## src/rtl/nseq_pkg.sv

```systemverilog
package nseq_pkg;
  localparam int SLOTS = 7;
  localparam int REG_AW = 4;

  localparam logic [REG_AW-1:0] REG_CMD    = 4'd0;
  localparam logic [REG_AW-1:0] REG_ROW    = 4'd1;
  localparam logic [REG_AW-1:0] REG_COL    = 4'd2;
  localparam logic [REG_AW-1:0] REG_COUNT  = 4'd3;
  localparam logic [REG_AW-1:0] REG_PROG0  = 4'd4;
  localparam logic [REG_AW-1:0] REG_PROG1  = 4'd5;
  localparam logic [REG_AW-1:0] REG_GO     = 4'd6;
  localparam logic [REG_AW-1:0] REG_STATUS = 4'd7;
  localparam logic [REG_AW-1:0] REG_LIMIT  = 4'd8;

  localparam logic [5:0] OP_NOP     = 6'h00;
  localparam logic [5:0] OP_COL     = 6'h01;
  localparam logic [5:0] OP_ROW     = 6'h05;
  localparam logic [5:0] OP_CMD_LO  = 6'h09;
  localparam logic [5:0] OP_CMD_HI  = 6'h0C;
  localparam logic [5:0] OP_WCMD_LO = 6'h11;
  localparam logic [5:0] OP_WCMD_HI = 6'h14;
  localparam logic [5:0] OP_WREAD   = 6'h1B;

  typedef enum logic [2:0] {
    ST_IDLE, ST_DECODE, ST_WAIT, ST_CMD, ST_ADDR, ST_READ
  } seqState_t;

  typedef struct packed {
    logic       cle;
    logic       ale;
    logic       re;
    logic       useRow;
    logic [1:0] cmdSel;
    logic       clrCnt;
    logic       incWait;
    logic       setDone;
    logic       setTimeout;
  } seqStrobe_t;
endpackage

```

## src/rtl/nseq_ctrl.sv

```systemverilog
module nseq_ctrl
  import nseq_pkg::*;
(
  input  logic       clk,
  input  logic       rstN,
  input  logic       startReq,
  input  logic [5:0] curOp,
  input  logic       nandRdy,
  input  logic       waitExpired,
  input  logic       addrLast,
  input  logic       readLast,
  output logic [2:0] slot,
  output seqStrobe_t strb
);
  seqState_t  state, nState;
  logic [2:0] nSlot;
  logic       afterRead, nAfterRead;
  logic       useRowQ, nUseRow;
  logic [1:0] cmdSelQ, nCmdSel;

  always_ff @(posedge clk) begin
    if (!rstN) begin
      state     <= ST_IDLE;
      slot      <= '0;
      afterRead <= 1'b0;
      useRowQ   <= 1'b0;
      cmdSelQ   <= '0;
    end else begin
      state     <= nState;
      slot      <= nSlot;
      afterRead <= nAfterRead;
      useRowQ   <= nUseRow;
      cmdSelQ   <= nCmdSel;
    end
  end

  always_comb begin
    strb        = '0;
    strb.useRow = useRowQ;
    strb.cmdSel = cmdSelQ;
    nState      = state;
    nSlot       = slot;
    nAfterRead  = afterRead;
    nUseRow     = useRowQ;
    nCmdSel     = cmdSelQ;
    case (state)
      ST_IDLE: begin
        if (startReq) begin
          nState = ST_DECODE;
          nSlot  = '0;
        end
      end
      ST_DECODE: begin
        strb.clrCnt = 1'b1;
        if (slot == 3'(SLOTS) || curOp == OP_NOP) begin
          strb.setDone = 1'b1;
          nState       = ST_IDLE;
        end else if (curOp == OP_COL) begin
          nUseRow = 1'b0;
          nState  = ST_ADDR;
        end else if (curOp == OP_ROW) begin
          nUseRow = 1'b1;
          nState  = ST_ADDR;
        end else if (curOp >= OP_CMD_LO && curOp <= OP_CMD_HI) begin
          nCmdSel = 2'(curOp - OP_CMD_LO);
          nState  = ST_CMD;
        end else if (curOp >= OP_WCMD_LO && curOp <= OP_WCMD_HI) begin
          nCmdSel    = 2'(curOp - OP_WCMD_LO);
          nAfterRead = 1'b0;
          nState     = ST_WAIT;
        end else if (curOp == OP_WREAD) begin
          nAfterRead = 1'b1;
          nState     = ST_WAIT;
        end else begin
          nSlot = slot + 3'd1;
        end
      end
      ST_WAIT: begin
        if (nandRdy) begin
          nState = afterRead ? ST_READ : ST_CMD;
        end else if (waitExpired) begin
          strb.setTimeout = 1'b1;
          strb.setDone    = 1'b1;
          nState          = ST_IDLE;
        end else begin
          strb.incWait = 1'b1;
        end
      end
      ST_CMD: begin
        strb.cle = 1'b1;
        nSlot    = slot + 3'd1;
        nState   = ST_DECODE;
      end
      ST_ADDR: begin
        strb.ale = 1'b1;
        if (addrLast) begin
          nSlot  = slot + 3'd1;
          nState = ST_DECODE;
        end
      end
      ST_READ: begin
        strb.re = 1'b1;
        if (readLast) begin
          nSlot  = slot + 3'd1;
          nState = ST_DECODE;
        end
      end
      default: nState = ST_IDLE;
    endcase
  end

  // within one run the slot pointer never moves backwards
  a_r2_slot_forward: assert property (@(posedge clk) disable iff (!rstN)
    (state != ST_IDLE && $past(state) != ST_IDLE) |-> slot >= $past(slot));

  // a cycle of waiting without ready is never followed by a command or read strobe
  a_r4_quiet_while_busy: assert property (@(posedge clk) disable iff (!rstN)
    ($past(state) == ST_WAIT && !$past(nandRdy)) |-> !(strb.cle || strb.re));
endmodule

```

## src/rtl/nseq_dpath.sv

```systemverilog
module nseq_dpath
  import nseq_pkg::*;
#(
  parameter int PAGE_BYTES = 64,
  parameter int WAIT_W     = 16,
  localparam int CNT_W     = $clog2(PAGE_BYTES) + 1,
  localparam int BUF_AW    = $clog2(PAGE_BYTES) + 1
) (
  input  logic              clk,
  input  logic              rstN,
  input  logic              regWrEn,
  input  logic [REG_AW-1:0] regAddr,
  input  logic [31:0]       regWrData,
  output logic [31:0]       regRdData,
  input  seqStrobe_t        strb,
  input  logic [2:0]        slot,
  output logic [5:0]        curOp,
  output logic              startReq,
  output logic              waitExpired,
  output logic              addrLast,
  output logic              readLast,
  output logic [7:0]        nandDout,
  input  logic [7:0]        nandDin,
  output logic              bufWe,
  output logic [BUF_AW-1:0] bufAddr,
  output logic [7:0]        bufData
);
  logic [31:0]       cmdReg, rowReg, colReg, prog0, prog1;
  logic [CNT_W-1:0]  cntReg, byteIdx, readTotal;
  logic [WAIT_W-1:0] waitLim, waitCnt;
  logic              statDone, statTo;
  logic [5:0]        ops [8];
  logic [BUF_AW-1:0] colBase;

  function automatic logic wrAt(input logic [REG_AW-1:0] a);
    return regWrEn && regAddr == a;
  endfunction

  always_ff @(posedge clk) begin
    if (!rstN) begin
      cmdReg  <= '0;
      rowReg  <= '0;
      colReg  <= '0;
      cntReg  <= '0;
      prog0   <= '0;
      prog1   <= '0;
      waitLim <= '0;
    end else begin
      if (wrAt(REG_CMD))   cmdReg  <= regWrData;
      if (wrAt(REG_ROW))   rowReg  <= regWrData;
      if (wrAt(REG_COL))   colReg  <= regWrData;
      if (wrAt(REG_COUNT)) cntReg  <= regWrData[CNT_W-1:0];
      if (wrAt(REG_PROG0)) prog0   <= regWrData;
      if (wrAt(REG_PROG1)) prog1   <= regWrData;
      if (wrAt(REG_LIMIT)) waitLim <= regWrData[WAIT_W-1:0];
    end
  end

  assign startReq = wrAt(REG_GO) && regWrData[31];

  always_ff @(posedge clk) begin
    if (!rstN) begin
      statDone <= 1'b0;
      statTo   <= 1'b0;
    end else begin
      if (strb.setDone) statDone <= 1'b1;
      else if (wrAt(REG_STATUS) && regWrData[31]) statDone <= 1'b0;
      if (strb.setTimeout) statTo <= 1'b1;
      else if (wrAt(REG_STATUS) && regWrData[27]) statTo <= 1'b0;
    end
  end

  assign regRdData = (regAddr == REG_STATUS) ? {statDone, 3'b000, statTo, 27'd0} : 32'd0;

  for (genvar g = 0; g < 8; g++) begin : g_slot
    if (g < 5) begin : g_w0
      assign ops[g] = prog0[31-6*g -: 6];
    end else if (g < SLOTS) begin : g_w1
      assign ops[g] = prog1[31-6*(g-5) -: 6];
    end else begin : g_end
      assign ops[g] = OP_NOP;
    end
  end
  assign curOp = ops[slot];

  always_ff @(posedge clk) begin
    if (!rstN) begin
      waitCnt <= '0;
      byteIdx <= '0;
    end else begin
      if (strb.clrCnt) waitCnt <= '0;
      else if (strb.incWait) waitCnt <= waitCnt + 1'b1;
      if (strb.clrCnt) byteIdx <= '0;
      else if (strb.ale || strb.re) byteIdx <= byteIdx + 1'b1;
    end
  end

  assign waitExpired = (waitCnt == waitLim);
  assign addrLast    = (byteIdx == (strb.useRow ? CNT_W'(2) : CNT_W'(1)));
  assign readTotal   = (cntReg == '0) ? CNT_W'(PAGE_BYTES) : cntReg;
  assign readLast    = (byteIdx == readTotal - 1'b1);

  always_comb begin
    nandDout = 8'h00;
    if (strb.cle) begin
      case (strb.cmdSel)
        2'd0:    nandDout = cmdReg[31:24];
        2'd1:    nandDout = cmdReg[23:16];
        2'd2:    nandDout = cmdReg[15:8];
        default: nandDout = cmdReg[7:0];
      endcase
    end else if (strb.ale) begin
      if (strb.useRow) begin
        case (byteIdx[1:0])
          2'd0:    nandDout = rowReg[7:0];
          2'd1:    nandDout = rowReg[15:8];
          default: nandDout = rowReg[23:16];
        endcase
      end else begin
        nandDout = byteIdx[0] ? colReg[15:8] : colReg[7:0];
      end
    end
  end

  assign colBase = BUF_AW'(colReg[BUF_AW-2:0]) + (colReg[31] ? BUF_AW'(PAGE_BYTES) : BUF_AW'(0));

  always_ff @(posedge clk) begin
    if (!rstN) begin
      bufWe   <= 1'b0;
      bufAddr <= '0;
      bufData <= '0;
    end else begin
      bufWe <= strb.re;
      if (strb.re) begin
        bufAddr <= colBase + BUF_AW'(byteIdx);
        bufData <= nandDin;
      end
    end
  end

  // every buffer write is caused by a read strobe one cycle earlier
  a_r6_buf_after_strobe: assert property (@(posedge clk) disable iff (!rstN)
    bufWe |-> $past(strb.re));

  // a timeout never appears without completion
  a_r8_timeout_with_done: assert property (@(posedge clk) disable iff (!rstN)
    $rose(statTo) |-> statDone);

  // no address burst runs past its third byte
  a_r5_addr_index: assert property (@(posedge clk) disable iff (!rstN)
    strb.ale |-> byteIdx <= CNT_W'(2));
endmodule

```

## src/rtl/nand_op_sequencer.sv

```systemverilog
module nand_op_sequencer
  import nseq_pkg::*;
#(
  parameter int PAGE_BYTES = 64,
  parameter int WAIT_W     = 16,
  localparam int BUF_AW    = $clog2(PAGE_BYTES) + 1
) (
  input  logic              clk,
  input  logic              rstN,
  input  logic              regWrEn,
  input  logic [3:0]        regAddr,
  input  logic [31:0]       regWrData,
  output logic [31:0]       regRdData,
  output logic              nandCle,
  output logic              nandAle,
  output logic              nandRe,
  output logic [7:0]        nandDout,
  input  logic [7:0]        nandDin,
  input  logic              nandRdy,
  output logic              bufWe,
  output logic [BUF_AW-1:0] bufAddr,
  output logic [7:0]        bufData
);
  seqStrobe_t strb;
  logic [2:0] slot;
  logic [5:0] curOp;
  logic       startReq, waitExpired, addrLast, readLast;

  nseq_ctrl i_ctrl (
    .clk(clk), .rstN(rstN), .startReq(startReq), .curOp(curOp),
    .nandRdy(nandRdy), .waitExpired(waitExpired), .addrLast(addrLast),
    .readLast(readLast), .slot(slot), .strb(strb)
  );

  nseq_dpath #(.PAGE_BYTES(PAGE_BYTES), .WAIT_W(WAIT_W)) i_dpath (
    .clk(clk), .rstN(rstN), .regWrEn(regWrEn), .regAddr(regAddr),
    .regWrData(regWrData), .regRdData(regRdData), .strb(strb), .slot(slot),
    .curOp(curOp), .startReq(startReq), .waitExpired(waitExpired),
    .addrLast(addrLast), .readLast(readLast), .nandDout(nandDout),
    .nandDin(nandDin), .bufWe(bufWe), .bufAddr(bufAddr), .bufData(bufData)
  );

  assign nandCle = strb.cle;
  assign nandAle = strb.ale;
  assign nandRe  = strb.re;
endmodule

```

## config.mk

```make
export PLATFORM = sky130hd
export DESIGN_NAME = nand_op_sequencer
export DESIGN_NICKNAME = d
export VERILOG_FILES = /design/src/rtl/nseq_pkg.sv /design/src/rtl/nseq_ctrl.sv /design/src/rtl/nseq_dpath.sv /design/src/rtl/nand_op_sequencer.sv
export SDC_FILE = /design/constraint.sdc
export NUM_CORES = 1
export LEC_CHECK = 0
export ABC_AREA = 1
export ABC_CLOCK_PERIOD_IN_PS = 6000
export BUFFER_PORTS_ARGS = -buffer_cell sky130_fd_sc_hd__buf_2
export CAP_MARGIN = 20
export CORE_MARGIN = 2
export CORE_UTILIZATION = 32
export DETAILED_ROUTE_END_ITERATION = 10
export SLEW_MARGIN = 20
export SYNTH_ARGS = -nofsm -noshare
export SYNTH_HDL_FRONTEND = slang
export SYNTH_HIERARCHICAL = 1
export SYNTH_SLANG_ARGS = --single-unit
```

## constraint.sdc

```tcl
create_clock -name clk -period 6 [get_ports clk]
set_clock_uncertainty 0.1 [all_clocks]
set_input_delay 1.5 -clock clk [delete_from_list [all_inputs] [get_ports clk]]
set_output_delay 1.5 -clock clk [all_outputs]
set_load 0.03 [all_outputs]
```

==> flow_summary.toml, run 1 <==
[die]
design.die.area_um2 = 30200
horizontal_extent_of_the_die_um = 174
floorplan.initialDensity = 0.323
design.core.area_um2 = 28500
dieHeight_um = 174
fp-row-count = 62
top_level_ports = 107

[timing]
finalSetupViolations = 0
postLayoutSetupSlackWorst_ns = 1.35
timing_hold_violations_final = 0
finalCritPeriodShare = 0.776
slew_violations = 0
period_minus_slack_ns = 4.65
fmax_ghz = 0.215
tns_ns = 0
worst-slew-pin-transition_ns = 0.978
max_slew_headroom = 0.347
setup_repair_after_global_routing_missed_its_margin = "false"

[place]
detailedPlace.worstSlack_ns = 1.87
post-dp-hpwl_mm = 19.1
placement.io_buffers = 76
instance_area_after_placement_um2 = 9740
global_placement_routability_congestion = 0.852

[setup_path]
cpPeakStageDelay_ns = 0.64
critPathSlowestCell = "sky130_fd_sc_hd__dfxtp_1"
worst_setup_path_end_kind = "primary output"
cell_family_with_the_largest_share_of_critical_path_delay = "buffers and inverters"
worst-setup-path-type = "reg2out"
cp.arrival_ns = 3.05
crit_required_ns = 4.40
crit_fanout = 16
critical_path_cell_list = "inv_1 > ha_1 > inv_1 > nand2_1 > nand3_1 > a21oi_1 > o31ai_1 > buf_2"
critical_path_buf_inv_count = 3
cp-start-kind = "flip-flop"
cp_common_cell = "sky130_fd_sc_hd__inv_1"

[pwr]
power_per_cell_area_nw_per_um2 = 311
peak_supply_drop_mv = 0.133
power.static_leakage_uw = 0.00455

[clock_tree]
clock_latency_ns = 0.44
cts-hold-fix-buffers = 0
cts_num_sinks = 189
cts_resized = 0
clock_pin_slew_reported_for_the_worst_setup_and_hold_paths_after_clock_tree_synthesis_ns = 0.07
cts-buffers-inserted = 17
cts.path.max_buffers = 2
cts_tree = "yes"
cts_htree_levels = 4
number_of_post_cts_setup_repair_buffers = 0
clock-root-buffer = "sky130_fd_sc_hd__clkbuf_16"

[detailed_routing]
initialDrtViolationCount = 755
drtAntennaViolNets = 0
via_per_inst = 4.85
first_pass_iters = 6
routed_wl_mm = 27.2
route.detailed.drc = 0
route.detailed.wl_per_inst_um = 15.4
num_vias = 8533

[grt]
antenna_found_initial = 0
grt_remaining_overflow = 0
grt_max_degree = 136
via_count_of_the_first_global_routing_pass = 7601
global_route.usage.total = 0.179
grt_first_pass_wirelength_mm = 42.4

[hold_path]
worst_hold_path_type = "reg2reg"

[yosys]
synth.yosys.seq_area_share = 0.410
synth.lib_cells_used.distinct = 43
syn-cell-area_um2 = 9230
ys_seq_elements = 189
syn-mean-instance-area_um2 = 6.99
synth-async-reset-ratio = 0
synth_ff_type = "sky130_fd_sc_hd__dfxtp_1"
yosysWarnings = 6
post_synth_edffs = 0
netlist_instances = 1320

[finish]
finish.net_count = 1427
filler_cell_count = 3117
antenna-diode-count = 0
final_layout_size_suffix_gt1_frac = 0.114
regArea_um2 = 3780
finish.instance_area_um2 = 10300
multi_input_area_um2 = 4570
syn_to_final_growth_pct = 12.0

[outcome]
run_status = "finished, final reports clean"

[flow_run]
reported_max_cap_violation_count = 0
-- where the power goes --
| group | internal (uW) | leakage (uW) | switching (uW) |
|---|---|---|---|
| clock network | 559 | 0.000279 | 572 |
| logic | 219 | 0.00274 | 504 |
| registers | 1290 | 0.00153 | 66.4 |
-- metal layers --
layer  share of wire  track usage  routed length, um  up-vias
met4           0.013       0.0441                360        0
met3           0.062       0.0316               1690       22
met1            0.48        0.261              13100     3947
met5               0            0                  0        -
met2            0.44        0.273              12000      262
li1                -            -                  -     4302
-- worst register-to-register path: stages (launching register included) --
cell	delay (ns)
sky130_fd_sc_hd__dfxtp_1	0.83
sky130_fd_sc_hd__inv_1	0.46
sky130_fd_sc_hd__o21ai_0	0.30
sky130_fd_sc_hd__o22ai_1	0.10
sky130_fd_sc_hd__nor2_1	0.09
sky130_fd_sc_hd__a31oi_1	0.11
sky130_fd_sc_hd__ha_1	0.29
sky130_fd_sc_hd__inv_1	0.07
sky130_fd_sc_hd__nand2_1	0.06
sky130_fd_sc_hd__nand4_1	0.11
sky130_fd_sc_hd__nand2_1	0.09
sky130_fd_sc_hd__nor2_1	0.19
sky130_fd_sc_hd__nand2_1	0.07
sky130_fd_sc_hd__nand2_1	0.16
sky130_fd_sc_hd__nand3_1	0.10
sky130_fd_sc_hd__nand2_1	0.07
sky130_fd_sc_hd__nor2_1	0.05
-- area by class of cell --
class | count | area share
Clock buffer | 17 | 0.0411
Clock inverter | 15 | 0.0165
Inverter | 124 | 0.0450
Multi-Input combinational cell | 945 | 0.442
Sequential cell | 189 | 0.366
Tap cell | 384 | 0.0465
Timing Repair Buffer | 84 | 0.0432
-- through the flow --
step	hold WS [ns]	total power, uW	util	std cells
6_report	0.350	3210	0.362	1758
5_1_grt	0.372	3410	0.362	1758
4_1_cts	0.351	3240	0.362	1758
3_5_place_dp	0.340	2110	0.341	1726
3_3_place_gp	0.334	2100	0.341	1726
2_1_floorplan	0.324	1940	-	1349
-- layout by cell type, fill, tap and decap left out, types with 3 or more instances in the layout --
master and count:
sky130_fd_sc_hd__nor2_1 297, sky130_fd_sc_hd__dfxtp_1 189, sky130_fd_sc_hd__o21ai_0 164, sky130_fd_sc_hd__nand2_1 158, sky130_fd_sc_hd__inv_1 116, sky130_fd_sc_hd__a21oi_1 82, sky130_fd_sc_hd__buf_2 75, sky130_fd_sc_hd__nand3_1 46
sky130_fd_sc_hd__o21ai_1 32, sky130_fd_sc_hd__conb_1 30, sky130_fd_sc_hd__clkbuf_16 17, sky130_fd_sc_hd__ha_1 17, sky130_fd_sc_hd__xor2_1 15, sky130_fd_sc_hd__nor2_2 12, sky130_fd_sc_hd__nor3_1 12, sky130_fd_sc_hd__o22ai_1 9
sky130_fd_sc_hd__a31oi_1 9, sky130_fd_sc_hd__nand4_1 8, sky130_fd_sc_hd__inv_2 8, sky130_fd_sc_hd__buf_4 8, sky130_fd_sc_hd__or2_2 7, sky130_fd_sc_hd__xnor2_1 7, sky130_fd_sc_hd__clkinv_8 5, sky130_fd_sc_hd__o2111ai_1 5
sky130_fd_sc_hd__a32o_1 5, sky130_fd_sc_hd__inv_6 4, sky130_fd_sc_hd__nand2_2 4, sky130_fd_sc_hd__o31ai_1 4, sky130_fd_sc_hd__clkinvlp_4 3, sky130_fd_sc_hd__nor3_4 3
-- cells in the mapped netlist (all sizes together), types with 9 or more instances --
cell | n | area (um^2)
xor2 | 15 | 131
a31oi | 9 | 56.3
nor3 | 17 | 129
a21oi | 83 | 419
o22ai | 9 | 56.3
buf | 57 | 385
nand3 | 48 | 250
clkbuf | 34 | 138
nand2 | 162 | 618
inv | 124 | 465
nor2 | 310 | 1200
o21ai | 196 | 981
ha | 17 | 213
nand4 | 9 | 71.3
dfxtp | 189 | 3780
-- final timing paths --
kind / slack, ns / end / depth (start not counted) / start
hold reg to reg: 0.35 / i_dpath/cmdReg[20] / 2 / i_dpath/cmdReg[20]
setup / recovery: 1.35 / nandDout[1] / 8 / i_dpath/byteIdx[0]
hold / removal: 0.35 / i_dpath/cmdReg[20] / 2 / i_dpath/cmdReg[20]
setup reg to reg: 2.67 / i_ctrl/slot[0] / 16 / i_ctrl/slot[0]
-- sequential cells by signal, summed over array words and instances (netlist names) --
register          count
i_dpath/cmdReg       32
i_ctrl/useRowQ        1
i_ctrl/slot           3
i_dpath/bufAddr       7
i_dpath/colReg       17
i_dpath/prog0        30
i_ctrl/cmdSelQ        2
i_dpath/statDone      1
i_ctrl/afterRead      1
i_dpath/statTo        1
i_dpath/waitCnt      16
i_dpath/rowReg       24
i_dpath/waitLim      16
i_dpath/cntReg        7
i_ctrl/state          3
i_dpath/byteIdx       7
i_dpath/bufWe         1
i_dpath/prog1        12
i_dpath/bufData       8
-- logic make-up (layout without fill, tap and decap cells) --
family,count (synthesis),in the layout,share of synthesized area
and+or+nand+nor,556,556,0.253
other,1,30,0.000406
DFF,189,189,0.410
AOI/OAI and AO/OA,319,319,0.184
buffers and inverters,215,240,0.107
adders and majority gates,18,18,0.0252
xor gates and xnor gates,22,22,0.0209
No activity file was read; power rests on OpenSTA's default activity.
==> inputs of run 2 (changes only) <==
ABC_AREA = 0   (was 1)
ABC_CLOCK_PERIOD_IN_PS = 4000   (was 6000)
clock period = 4 ns   (was 6 ns; I/O delays follow)
==> run 2 against run 1 <==
  * Critical path depth down 2
  * Combinational power down 52%
  * Die area up 2.1%
  * Sequential cell count unchanged
  * Register-to-register slack worse by 2.1 ns
  * First-iteration DRC count down 10%
  * Synthesized cell count down 18%
  * Via count down 13%
==> flow_summary.toml, run 2 <==
[outcome]
run_status = "finished, final reports clean"

[detailed_routing]
route.detailed.drc = 0
num_vias = 7383
via_per_inst = 4.87
first_pass_iters = 5
routed_wl_mm = 25.0
route.detailed.wl_per_inst_um = 16.5
initialDrtViolationCount = 677
drtAntennaViolNets = 0

[die]
top_level_ports = 107
design.die.area_um2 = 30900
design.core.area_um2 = 28900
horizontal_extent_of_the_die_um = 176
dieHeight_um = 176
floorplan.initialDensity = 0.327
fp-row-count = 62

[clock_tree]
cts_resized = 0
cts_num_sinks = 189
cts_htree_levels = 4
cts.path.max_buffers = 2
number_of_post_cts_setup_repair_buffers = 0
clock_latency_ns = 0.44
clock_pin_slew_reported_for_the_worst_setup_and_hold_paths_after_clock_tree_synthesis_ns = 0.07
cts_tree = "yes"
cts-hold-fix-buffers = 0
cts-buffers-inserted = 17
clock-root-buffer = "sky130_fd_sc_hd__clkbuf_16"

[setup_path]
worst-setup-path-type = "reg2out"
regToRegSetupSlack_ns = 0.58
cp.arrival_ns = 2.59
worstReg2RegEnd = "i_ctrl/slot[1]"
crit_required_ns = 2.90
worst_setup_path_end_kind = "primary output"
r2r_cells = 11
critical_path.reg2reg.startpoint = "i_ctrl/slot[0]"
crit_fanout = 9
cp-start-kind = "flip-flop"

[hold_path]
worst_hold_path_type = "reg2reg"
worstHoldEndpoint = "i_dpath/cmdReg[21]"
hold_path.startpoint = "i_dpath/cmdReg[21]"
holdPathStages = 2

[finish]
final_layout_size_suffix_gt1_frac = 0.143
syn_to_final_growth_pct = 12.5
regMostFlops = "i_dpath/cmdReg"
layout_commonest_cell = "sky130_fd_sc_hd__nand2_1"
largest_register_ff_count = 32
most-common-layout-cells = "sky130_fd_sc_hd__nand2_1, sky130_fd_sc_hd__dfxtp_1, sky130_fd_sc_hd__a21boi_0, sky130_fd_sc_hd__buf_2, sky130_fd_sc_hd__mux2i_1"
finish.net_count = 1184
layout_top_registers = "i_dpath/cmdReg x32, i_dpath/prog0 x30, i_dpath/rowReg x24"
antenna-diode-count = 0

[yosys]
synth.cells.most_frequent = "sky130_fd_sc_hd__nand2_1, sky130_fd_sc_hd__dfxtp_1, sky130_fd_sc_hd__a21boi_0"
syn-mean-instance-area_um2 = 8.73
synth_ff_type = "sky130_fd_sc_hd__dfxtp_1"
synth-compound-area-share = 0.141
synth.yosys.seq_area_share = 0.401
cell_type_contributing_the_most_total_cell_area_after_synthesis = "sky130_fd_sc_hd__dfxtp_1"
yosysWarnings = 6
synth_top_cell_area_share = 0.401
yosys.cell_count.top_type = "sky130_fd_sc_hd__nand2_1"
multiplexer_fraction_of_the_synthesized_cell_area = 0.115
syn-cell-area_um2 = 9430
synth_fa_ha_area_frac = 0.0247
netlist_instances = 1080
synth.lib_cells_used.distinct = 61
ys_seq_elements = 189
post_synth_edffs = 0
synth_simple_gate_area_frac = 0.213
synth_xor_xnor_area_share = 0.0446
ys_top_cells_by_area = "sky130_fd_sc_hd__dfxtp_1, sky130_fd_sc_hd__nand2_1, sky130_fd_sc_hd__a21boi_0"
synth_top_family_by_area = "simple AND/OR/NAND/NOR gates"
synth-async-reset-ratio = 0

[pwr]
peak_supply_drop_mv = 0.314
power_per_cell_area_nw_per_um2 = 377
power.static_leakage_uw = 0.00387

[timing]
worst-slew-pin-transition_ns = 1.05
period_minus_slack_ns = 3.69
worst_hold_slack_ns = 0.365
max_slew_headroom = 0.303
timing_hold_violations_final = 0
finalCritPeriodShare = 0.922
slew_violations = 0
setup_repair_after_global_routing_missed_its_margin = "false"
finalSetupViolations = 0
tns_ns = 0
fmax_ghz = 0.271

[grt]
via_count_of_the_first_global_routing_pass = 6833
grt_max_degree = 146
grt-busiest-layer = "met2"
groute.layer.met2.usage = 0.254
global_route.usage.met3 = 0.0281
antenna_found_initial = 0
gr-usage-met1 = 0.232
global_route.usage.total = 0.164
grt_remaining_overflow = 0
grt_first_pass_wirelength_mm = 39.2

[flow_run]
reported_max_cap_violation_count = 0

[place]
global_placement_routability_congestion = 0.903
placement.io_buffers = 76
post-dp-hpwl_mm = 17.7
[run 2: changes by cell type in the layout (fill, tap and decap cells not counted), sizes merged, moves of 13 or more]
cell,change
a21oi,-65
nor2,-272
inv,-109
nor2b,+56
a21boi,+104
o21ai,-171
nand3,-36
mux4,+14
xnor2,+25
mux2i,+62
mux2,+13
nand2,+94
[run 2: critical path, cell delays in order (launching register included)]
cell	delay (ns)
sky130_fd_sc_hd__dfxtp_1	0.47
sky130_fd_sc_hd__inv_1	0.15
sky130_fd_sc_hd__ha_1	0.34
sky130_fd_sc_hd__nor2_1	0.45
sky130_fd_sc_hd__a21oi_1	0.14
sky130_fd_sc_hd__o31ai_1	0.33
sky130_fd_sc_hd__buf_2	0.27
[run 2: cell families (layout without fill, tap and decap cells)]
| group | count (synthesis) | in the layout |
|---|---|---|
| adders and majority gates | 18 | 18 |
| buffers and inverters | 114 | 136 |
| AOI/OAI and AO/OA | 188 | 188 |
| muxes | 89 | 89 |
| xor gates and xnor gates | 48 | 48 |
| DFF | 189 | 189 |
| other | 1 | 30 |
| and+or+nand+nor | 433 | 433 |
[run 2: stage by stage]
stage	util	power [uW]	setup slack, ns	cell area (um^2)	std cells
floorplan	-	2230	0.176	9540	1109
global placement	0.347	2330	0.734	10000	1483
detailed placement	0.347	2330	0.581	10000	1483
CTS	0.368	4040	0.359	10600	1515
global route	0.368	4150	0.202	10600	1515
finish	0.368	4000	0.313	10600	1515
[run 2: how the worst max path moves through the flow]
stage	from	to	cells past startpoint
floorplan	i_ctrl/state[2]	nandDout[0]	4
global placement	i_ctrl/slot[0]	i_ctrl/slot[1]	9
detailed placement	i_ctrl/slot[0]	i_ctrl/slot[1]	11
CTS	i_dpath/byteIdx[1]	nandDout[0]	6
global route	i_dpath/byteIdx[1]	nandDout[0]	6
finish	i_dpath/byteIdx[1]	nandDout[0]	6
[run 2: layout make-up]
class | count | area [um^2]
clock inverter | 13 | 146
tap | 384 | 480
sequential | 189 | 3780
clock buffer | 19 | 443
fill | 2966 | 18200
timing repair buffer | 91 | 508
multi-input combinational | 806 | 5200
inverter | 13 | 48.8
[run 2: layer usage]
layer,vias up,wire length [um],part of all wire
met3,27,1150,0.046
met1,3499,12000,0.48
met2,184,11300,0.45
met5,-,0,0
met4,0,490,0.020
li1,3673,-,-
[run 2: power breakdown]
group	internal (uW)	total [uW]	switching [uW]	leakage (uW)
registers	1910	1940	32.9	0.00152
logic	119	347	229	0.00206
clock network	904	1710	811	0.000280
total	2930	4000	1070	0.00387
==> inputs of run 3 (changes only) <==
--- a/constraint.sdc
+++ b/constraint.sdc
@@ -4,2 +4,2 @@
 set_output_delay 1 -clock clk [all_outputs]
-set_load 0.03 [all_outputs]
+set_load 0.1 [all_outputs]
==> run 3 against run 2 <==
  * Register-to-register slack is essentially flat
  * Largest power group unchanged
  * Global-route usage is 0.059 points higher
  * Highest routed layer unchanged
  * Critical path depth unchanged
  * Maximum frequency is 2.5% lower
  * Count of clock-buffer cells in the layout shrank 2
==> flow_summary.toml, run 3 (synthesis gave the netlist of run 2 again) <==
[outcome]
run_status = "finished, final reports clean"

[timing]
worst_hold_slack_ns = 0.367
setup_repair_after_global_routing_missed_its_margin = "false"
slew_violations = 0
timing_hold_violations_final = 0
max_slew_headroom = 0.372
worst-slew-pin-transition_ns = 0.942
finalSetupViolations = 0
tns_ns = 0
fmax_ghz = 0.265
postLayoutSetupSlackWorst_ns = 0.220
finalCritPeriodShare = 0.945
period_minus_slack_ns = 3.78

[setup_path]
worstReg2RegEnd = "i_ctrl/slot[1]"
crit_required_ns = 2.90
crit_fanout = 10
worst-setup-path-type = "reg2out"
worst_setup_path_end_kind = "primary output"
cp-start-kind = "flip-flop"
r2r_cells = 11
cp.arrival_ns = 2.68
worstSetupStartpoint = "i_dpath/byteIdx[0]"
regToRegSetupSlack_ns = 0.58
critical_path.reg2reg.startpoint = "i_ctrl/slot[0]"

[finish]
finish.net_count = 1184
most-common-layout-cells = "sky130_fd_sc_hd__nand2_1, sky130_fd_sc_hd__dfxtp_1, sky130_fd_sc_hd__a21boi_0, sky130_fd_sc_hd__buf_2, sky130_fd_sc_hd__mux2i_1"
antenna-diode-count = 0
finish.instance_area_um2 = 10800
count_of_placed_standard_cells_in_the_final_layout_fillers_left_out = 1515
filler_cell_count = 2949
layout_commonest_cell = "sky130_fd_sc_hd__nand2_1"
final_layout_size_suffix_gt1_frac = 0.153
largest_register_ff_count = 32
layout_top_registers = "i_dpath/cmdReg x32, i_dpath/prog0 x30, i_dpath/rowReg x24"
regMostFlops = "i_dpath/cmdReg"
syn_to_final_growth_pct = 14.1

[clock_tree]
cts_tree = "yes"
clock-root-buffer = "sky130_fd_sc_hd__clkbuf_16"
cts_htree_levels = 4
clock_pin_slew_reported_for_the_worst_setup_and_hold_paths_after_clock_tree_synthesis_ns = 0.08
cts.path.max_buffers = 2
cts-buffers-inserted = 17
cts_num_sinks = 189
number_of_post_cts_setup_repair_buffers = 0
clock_latency_ns = 0.44

[hold_path]
worstHoldEndpoint = "i_dpath/cmdReg[21]"
holdPathStages = 2
hold_path.startpoint = "i_dpath/cmdReg[21]"
worst_hold_path_type = "reg2reg"

[detailed_routing]
drtAntennaViolNets = 0
num_vias = 7414
route.detailed.drc = 0
routed_wl_mm = 25.2
route.detailed.wl_per_inst_um = 16.6
via_per_inst = 4.89
first_pass_iters = 5
initialDrtViolationCount = 430

[die]
floorplan.initialDensity = 0.327
design.core.area_um2 = 28900
horizontal_extent_of_the_die_um = 176
dieHeight_um = 176
top_level_ports = 107
design.die.area_um2 = 30900
fp-row-count = 62

[grt]
antenna_found_initial = 0
global_route.usage.total = 0.165
via_count_of_the_first_global_routing_pass = 6877
grt_max_degree = 133
grt_remaining_overflow = 0
grt_first_pass_wirelength_mm = 39.2

[place]
detailedPlace.worstSlack_ns = 0.559
instance_area_after_placement_um2 = 10100
dp.cells = 1483
placement.io_buffers = 76
post-dp-hpwl_mm = 17.7
global_placement_routability_congestion = 0.870

[pwr]
peak_supply_drop_mv = 0.309
power_per_cell_area_nw_per_um2 = 382
power.static_leakage_uw = 0.00393

[flow_run]
reported_max_cap_violation_count = 0
run 3: layout make-up:
cell class	instances	area [um^2]	area share
flip-flops and latches	189	3780	0.352
multi-input cells	806	5330	0.495
inverters	13	48.8	0.00453
clock buffers	17	425	0.0395
clock inverters	15	183	0.0170
repair buffers	91	508	0.0472
well taps	384	480	0.0447
run 3: worst max path at each step:
stage | endpoint | cells after the start
after floorplan | nandDout[0] | 4
after global placement | regRdData[31] | 4
after detailed placement | nandDout[7] | 6
after CTS | nandDout[7] | 6
after global routing | nandDout[7] | 6
final | nandDout[7] | 6
run 3: power breakdown:
group / internal, uW / switching (uW) / total (uW)
Clock: 853 / 870 / 1720
Combinational: 121 / 317 / 437
Sequential: 1910 / 37.2 / 1940
run 3: metal layers:
metal | up-vias | GRT usage | wire [um]
met4 | 0 | 0.0572 | 543
met2 | 171 | 0.266 | 11700
met1 | 3536 | 0.225 | 12000
met3 | 27 | 0.0247 | 979
li1 | 3680 | - | -
met5 | - | 0 | 0
run 3: metrics by stage:
| stage | util | power, uW |
|---|---|---|
| floorplan | - | 2330 |
| global placement | 0.352 | 2430 |
| detailed placement | 0.352 | 2430 |
| CTS | 0.373 | 4150 |
| global route | 0.373 | 4250 |
| finish | 0.373 | 4110 |
run 3: timing repair:
item | CTS | global route
resized for setup | 0 | 1
endpoints found under the setup margin | 0 | 8
hold buffers | 0 | 0
run 3: critical path, cell delays in order (launching register included):
cell,delay (ns)
sky130_fd_sc_hd__dfxtp_1,0.57
sky130_fd_sc_hd__inv_1,0.13
sky130_fd_sc_hd__ha_1,0.35
sky130_fd_sc_hd__nor2_2,0.32
sky130_fd_sc_hd__a21oi_1,0.16
sky130_fd_sc_hd__o31ai_4,0.25
sky130_fd_sc_hd__buf_2,0.46
